**src/rtl/pwm_shadow_pkg.sv**
```systemverilog
package pwm_shadow_pkg;
   localparam int unsigned REG_SHIFT = 5;
   localparam int unsigned OFS_W     = REG_SHIFT;
   typedef logic [OFS_W-1:0] ofs_t;
   localparam ofs_t OFS_PRE  = 5'h00;
   localparam ofs_t OFS_MOD  = 5'h04;
   localparam ofs_t OFS_DUTY = 5'h08;
   localparam ofs_t OFS_RUN  = 5'h18;
endpackage

```
**src/rtl/pwm_stage_regs.sv**
```systemverilog
module pwm_stage_regs
   import pwm_shadow_pkg::*;
#(
   parameter int PRE_W  = 8,
   parameter int MOD_W  = 8,
   parameter int DUTY_W = 16,
   parameter int DATA_W = 32
) (
   input  logic              clk,
   input  logic              rst_n,
   input  logic              wr_sel,
   input  ofs_t              ofs,
   input  logic [DATA_W-1:0] wdata,
   output logic [PRE_W-1:0]  stg_pre,
   output logic [MOD_W-1:0]  stg_mod,
   output logic [DUTY_W-1:0] stg_duty,
   output logic              run_q,
   output logic              commit_o,
   output logic              start_o,
   output logic [DATA_W-1:0] rd_word
);
   always_ff @(posedge clk or negedge rst_n) begin
      if (!rst_n) begin
         stg_pre  <= '0;
         stg_mod  <= '0;
         stg_duty <= '0;
         run_q    <= 1'b0;
      end else if (wr_sel) begin
         case (ofs)
            OFS_PRE:  stg_pre  <= wdata[PRE_W-1:0];
            OFS_MOD:  stg_mod  <= wdata[MOD_W-1:0];
            OFS_DUTY: stg_duty <= wdata[DUTY_W-1:0];
            OFS_RUN:  run_q    <= wdata[0];
            default:  ;
         endcase
      end
   end

   assign commit_o = wr_sel && (ofs == OFS_DUTY);
   assign start_o  = wr_sel && (ofs == OFS_RUN) && wdata[0] && !run_q;

   always_comb begin
      rd_word = '0;
      case (ofs)
         OFS_PRE:  rd_word[PRE_W-1:0]  = stg_pre;
         OFS_MOD:  rd_word[MOD_W-1:0]  = stg_mod;
         OFS_DUTY: rd_word[DUTY_W-1:0] = stg_duty;
         OFS_RUN:  rd_word[0]          = run_q;
         default:  rd_word = '0;
      endcase
   end
endmodule

```
**src/rtl/pwm_chan_core.sv**
```systemverilog
module pwm_chan_core #(
   parameter int PRE_W  = 8,
   parameter int MOD_W  = 8,
   parameter int DUTY_W = 16
) (
   input  logic              clk,
   input  logic              rst_n,
   input  logic              run,
   input  logic              start,
   input  logic              commit,
   input  logic [PRE_W-1:0]  stg_pre,
   input  logic [MOD_W-1:0]  stg_mod,
   input  logic [DUTY_W-1:0] stg_duty,
   output logic              pwm_o
);
   logic [PRE_W-1:0]  act_pre, pre_cnt;
   logic [MOD_W-1:0]  act_mod, step;
   logic [DUTY_W-1:0] act_duty;
   logic              pend;
   logic              stopped, at_end, boundary, load;

   assign stopped  = (act_mod == '0);
   assign at_end   = (pre_cnt == act_pre) && (step == act_mod - 1'b1);
   assign boundary = stopped || at_end;
   assign load     = run && pend && boundary;

   always_ff @(posedge clk or negedge rst_n) begin
      if (!rst_n) begin
         act_pre  <= '0;
         act_mod  <= '0;
         act_duty <= '0;
         pre_cnt  <= '0;
         step     <= '0;
         pend     <= 1'b0;
      end else begin
         if (start || load) begin
            act_pre  <= stg_pre;
            act_mod  <= stg_mod;
            act_duty <= stg_duty;
            pre_cnt  <= '0;
            step     <= '0;
         end else if (!run) begin
            pre_cnt <= '0;
            step    <= '0;
         end else if (!stopped) begin
            if (pre_cnt == act_pre) begin
               pre_cnt <= '0;
               step    <= (step == act_mod - 1'b1) ? '0 : step + 1'b1;
            end else begin
               pre_cnt <= pre_cnt + 1'b1;
            end
         end
         pend <= start ? 1'b0 : ((pend && !load) || commit);
      end
   end

   assign pwm_o = run && !stopped && (DUTY_W'(step) < act_duty);

   AST_STEP_RANGE: assert property (@(posedge clk) disable iff (!rst_n)
      (run && !stopped) |-> (step < act_mod));
   AST_PRESC_RANGE: assert property (@(posedge clk) disable iff (!rst_n)
      run |-> (pre_cnt <= act_pre));
   AST_HOLD_ACTIVE: assert property (@(posedge clk) disable iff (!rst_n)
      (!start && !load) |=> ($stable(act_mod) && $stable(act_duty) && $stable(act_pre)));
   AST_OFF_CLEAR: assert property (@(posedge clk) disable iff (!rst_n)
      (!run && !start) |=> (pre_cnt == '0 && step == '0 && !pwm_o));
   AST_START_FRESH: assert property (@(posedge clk) disable iff (!rst_n)
      start |=> (step == '0 && pre_cnt == '0 && !pend));
endmodule

```
**src/rtl/pwm_multi_shadow.sv**
```systemverilog
module pwm_multi_shadow
   import pwm_shadow_pkg::*;
#(
   parameter int N_CH   = 4,
   parameter int PRE_W  = 8,
   parameter int MOD_W  = 8,
   parameter int DUTY_W = 16,
   parameter int DATA_W = 32,
   localparam int CH_W   = $clog2(N_CH),
   localparam int ADDR_W = CH_W + REG_SHIFT
) (
   input  logic              clk,
   input  logic              rst_n,
   input  logic              wr_en,
   input  logic              rd_en,
   input  logic [ADDR_W-1:0] addr,
   input  logic [DATA_W-1:0] wdata,
   output logic [DATA_W-1:0] rdata,
   output logic [N_CH-1:0]   pwm_o
);
   if (N_CH < 2 || (1 << CH_W) != N_CH) begin : g_bad_count
      $error("N_CH must be a power of two, at least 2");
   end
   if (PRE_W > DATA_W || MOD_W > DATA_W || DUTY_W > DATA_W) begin : g_bad_data
      $error("field widths must fit the data bus");
   end
   if (DUTY_W < MOD_W) begin : g_bad_duty
      $error("DUTY_W must cover MOD_W");
   end

   logic [CH_W-1:0]   ch_idx;
   ofs_t              ofs;
   logic [DATA_W-1:0] ch_rd [N_CH];

   assign ch_idx = addr[ADDR_W-1:REG_SHIFT];
   assign ofs    = addr[REG_SHIFT-1:0];

   for (genvar g = 0; g < N_CH; g++) begin : g_ch
      logic              sel, run, commit, start;
      logic [PRE_W-1:0]  stg_pre;
      logic [MOD_W-1:0]  stg_mod;
      logic [DUTY_W-1:0] stg_duty;
      logic [DATA_W-1:0] rd_word;

      assign sel = wr_en && (ch_idx == CH_W'(g));

      pwm_stage_regs #(.PRE_W(PRE_W), .MOD_W(MOD_W), .DUTY_W(DUTY_W), .DATA_W(DATA_W)) u_regs (
         .clk(clk), .rst_n(rst_n), .wr_sel(sel), .ofs(ofs), .wdata(wdata),
         .stg_pre(stg_pre), .stg_mod(stg_mod), .stg_duty(stg_duty),
         .run_q(run), .commit_o(commit), .start_o(start), .rd_word(rd_word));

      pwm_chan_core #(.PRE_W(PRE_W), .MOD_W(MOD_W), .DUTY_W(DUTY_W)) u_core (
         .clk(clk), .rst_n(rst_n), .run(run), .start(start), .commit(commit),
         .stg_pre(stg_pre), .stg_mod(stg_mod), .stg_duty(stg_duty),
         .pwm_o(pwm_o[g]));

      assign ch_rd[g] = rd_word;
   end

   always_ff @(posedge clk or negedge rst_n) begin
      if (!rst_n)     rdata <= '0;
      else if (rd_en) rdata <= ch_rd[ch_idx];
      else            rdata <= '0;
   end

   AST_RDATA_IDLE: assert property (@(posedge clk) disable iff (!rst_n)
      !rd_en |=> (rdata == '0));
endmodule

```
**config.mk**
```make
export PLATFORM = sky130hd
export DESIGN_NAME = pwm_multi_shadow
export DESIGN_NICKNAME = d
export VERILOG_FILES = /design/src/rtl/pwm_shadow_pkg.sv /design/src/rtl/pwm_stage_regs.sv /design/src/rtl/pwm_chan_core.sv /design/src/rtl/pwm_multi_shadow.sv
export SDC_FILE = /design/constraint.sdc
export NUM_CORES = 1
export LEC_CHECK = 0
export ABC_AREA = 1
export BUFFER_PORTS_ARGS = -buffer_cell sky130_fd_sc_hd__buf_2
export CAP_MARGIN = 5
export CORE_UTILIZATION = 45
export CTS_CLUSTER_SIZE = 24
export DETAILED_ROUTE_END_ITERATION = 10
export PLACE_DENSITY = 0.62
export SLEW_MARGIN = 20
export SYNTH_ARGS = -nofsm -noshare
export SYNTH_HDL_FRONTEND = slang
export SYNTH_HIERARCHICAL = 1
export SYNTH_SLANG_ARGS = --single-unit
```
**constraint.sdc**
```tcl
create_clock -name clk -period 2.2 [get_ports clk]
set_clock_uncertainty 0.2 [all_clocks]
set_input_delay 0.22 -clock clk [delete_from_list [all_inputs] [get_ports clk]]
set_output_delay 0.22 -clock clk [all_outputs]
set_load 0.01 [all_outputs]
```
==> results_dict.tcl <==
set metrics [dict create \
    grt_pass1_wl_mm 98.7 \
    overflow 0 \
    nets 3047 \
    final_layout_size_suffix_gt1_share_pct 27.1 \
    p_int_mw 12.7 \
    pwr-share-comb_pct 15.2 \
    register_area_sq_um 9010 \
    synthAdderAreaFrac_pct 2.44 \
    avgSynthCellArea_sq_um 7.54 \
    grt_max_degree 86 \
    synth_simple_gate_area_share_pct 36.7 \
    synth_cell_types 38 \
    core_sq_um 44600 \
    setup_ws_ps -477 \
    area_delta_synth_final_pct 31.0 \
    power_frac_clock_pct 42.9 \
    start_util_pct 46.0 \
    hold_viol_final 0 \
    port_buffers 62 \
    synth_compound_gate_area_share_pct 4.44 \
    yosysWarningCount 6 \
    outcome "finished, violations left" \
    root_buffer "clkbuf_16" \
    seq_power_share_pct 41.9 \
    period_share_pct 122 \
    die_w_microns 216 \
    remaining_drc_errors 0 \
    worst_slew_margin_rel_pct 47.5 \
    setup_viol 192 \
    drv_cap 0 \
    end_kind "output port" \
    wirelength_mm 61.2 \
    p_leak_nw 14.3 \
    grt-busiest-layer "met2" \
    cts_buffers 42 \
    grt_util_met1_pct 34.7 \
    clock_latency_ps 570 \
    violations "setup timing" \
    dpl-instance-area_sq_um 22000 \
    yosysTopAreaCell "dfrtp_1" \
    first_iter_violations 1341 \
    ys_seq_area_share_pct 43.9 \
    final_cell_mix "nand2_1, dfrtp_1, nand3_1, inv_1, nor2_1" \
    met2_usage_pct 44.3 \
    final_util_pct 60.3 \
    synth_mux_area_share_pct 0 \
    grt_antenna_before_repair 0 \
    die_area_sq_um 46500 \
    fin_area_sq_um 26900 \
    multi_input_area_sq_um 11600 \
    drt-vias-per-instance 5.27 \
    gp_congestion 0.896 \
    swShare_pct 28.0 \
    htreeDepth 2 \
    p_sw_mw 4.92 \
    cp-start-kind "flop" \
    cts_tree "done" \
    dr.pass1.iters 5 \
    max_clock_freq_mhz 373 \
    ys_ff_latch 360 \
    rows 77 \
    ios 79 \
    avgRoutedWirePerCell_microns 17.1 \
    tns_ps -26170 \
    grt_pass1_vias 18600 \
    period_needed_ps 2680 \
    dp_hpwl_mm 39.0 \
    fillers 3799 \
    worstPathMaxFanout 2 \
    synth_top_cell_area_share_pct 43.9 \
    synth-xor-area-share_pct 2.56 \
    tightest_slew_ps 780 \
    peakVddDrop_v 0.000650 \
    synth_top_family_by_area "simple AND/OR/NAND/NOR gates" \
    cp.arrival_ps 2260 \
    n_antenna_cell 0 \
    hp-class "in2reg" \
    cts.path.max_buffers 3 \
    die_h_microns 216 \
    syn_inst 2723 \
    clkTransAtPathRegs_ps 70 \
    synth_area_leaders "dfrtp_1, nand2_1, nand3_1" \
    drv_slew 0 \
    p_total_mw 17.6 \
    clock_sinks 360 \
    vias 18900 \
    critPathKind "reg2out" \
    syn_area_sq_um 20500 \
    power_density_nw_per_um2 654 \
    worstPathRequired_ps 1780 \
    rsz0062_at_grt "yes" \
    grt_usage_pct 26.5 \
    final_common_cell "nand2_1" \
    ant_nets 0 \
    use_met3_pct 3.40 \
]
[cell usage after synthesis, drive strengths merged]
cell type and n:
a21oi 40, a311oi 4, buf 130, clkbuf 32, clkinv 4, conb 4
dfrtp 360, ha 40, inv 244, nand2 1012, nand3 280, nand3b 12
nand4 116, nor2 221, nor3 24, nor4 12, o211ai 4, o21a 8
o21ai 112, o22ai 4, xnor2 16, xor2 44
[flip-flops by register name, summed over array words and instances, names as in the netlist]
name and flops:
g_ch.u_core/act_pre 32, g_ch.u_core/pre_cnt 32, g_ch.u_core/act_mod 32, g_ch.u_regs/stg_duty 64, g_ch.u_core/act_duty 64, g_ch.u_regs/run_q 4
g_ch.u_regs/stg_mod 32, g_ch.u_core/step 32, g_ch.u_regs/stg_pre 32, rdata 32, g_ch.u_core/pend 4
[power groups by stage]
stage | sequential, mW | combinational [mW] | clock, mW
finish | 7.36 | 2.67 | 7.54
global route | 7.40 | 2.94 | 7.93
CTS | 7.30 | 2.47 | 7.67
detailed placement | 7.39 | 2.09 | 0
global placement | 7.39 | 2.05 | 0
floorplan | 7.30 | 1.35 | 0
[timing repair]
item,CTS,global route
cloned,29,2
setup buffers,53,19
hold buffers,28,0
hold endpoints to repair,495,0
resized for setup,379,315
endpoints found under the setup margin,195,200
pin swaps,111,92
[path summary, 6_finish.rpt]
kind                                                    startpoint                                       to  slack [ps]  cells past startpoint
max                             g_ch[0].u_core/step[1]$_DFFE_PN0P_                                 pwm_o[0]        -480                      8
max in group asynchronous                                    rst_n                      rdata[23]$_DFF_PN0_        1240                      3
max reg2reg                  g_ch[3].u_core/act_mod[0]$_DFFE_PN0N_       g_ch[3].u_core/step[2]$_DFFE_PN0P_        -250                     16
min                                                        addr[5]         g_ch[3].u_regs/run_q$_DFFE_PN0P_          30                      5
min in group asynchronous                                    rst_n   g_ch[2].u_core/act_duty[6]$_DFFE_PN0N_         100                      3
min reg2reg                g_ch[3].u_core/act_duty[10]$_DFFE_PN0N_  g_ch[3].u_core/act_duty[10]$_DFFE_PN0N_         280                      2
[cell type report]
cell class,instances,area share (%)
repair inverters,2,0.0652
flip-flops and latches,360,33.5
inverters,248,3.63
well taps,592,2.76
clock inverters,14,0.796
multi-input cells,2014,43.0
repair buffers,296,11.4
clock buffers,63,4.81
[metal layers]
metal	up-vias	share of wire [%]
met5	-	0
met4	0	3.6
met3	144	4.7
met2	490	49
met1	9160	43
li1	9116	-
[through the flow]
| stage | instances | setup slack (ps) | hold slack, ps |
|---|---|---|---|
| floorplan | 2783 | 5.09 | -276 |
| global placement | 3407 | -142 | -69.8 |
| detailed placement | 3407 | -166 | -67.3 |
| CTS | 3592 | -475 | 20.2 |
| global route | 3589 | -584 | 85.4 |
| finish | 3589 | -477 | 31.2 |
[cells by family (layout without fill, tap and decap cells)]
family	after synthesis	in the layout
and+or+nand+nor	1677	1678
adders and majority gates	40	40
other	4	64
DFF	360	360
xor gates and xnor gates	60	60
AOI/OAI and AO/OA	172	172
buffers and inverters	410	623
[worst max-delay path: stages (launching register included)]
cell      delay [ps]
dfrtp_1          420
ha_1             300
o21a_1           110
o211ai_1         150
nand2_1           90
nand4_1           80
nand2_1           80
a311oi_2         270
buf_2            190
Note: power is estimated with default switching activity, not from simulation.
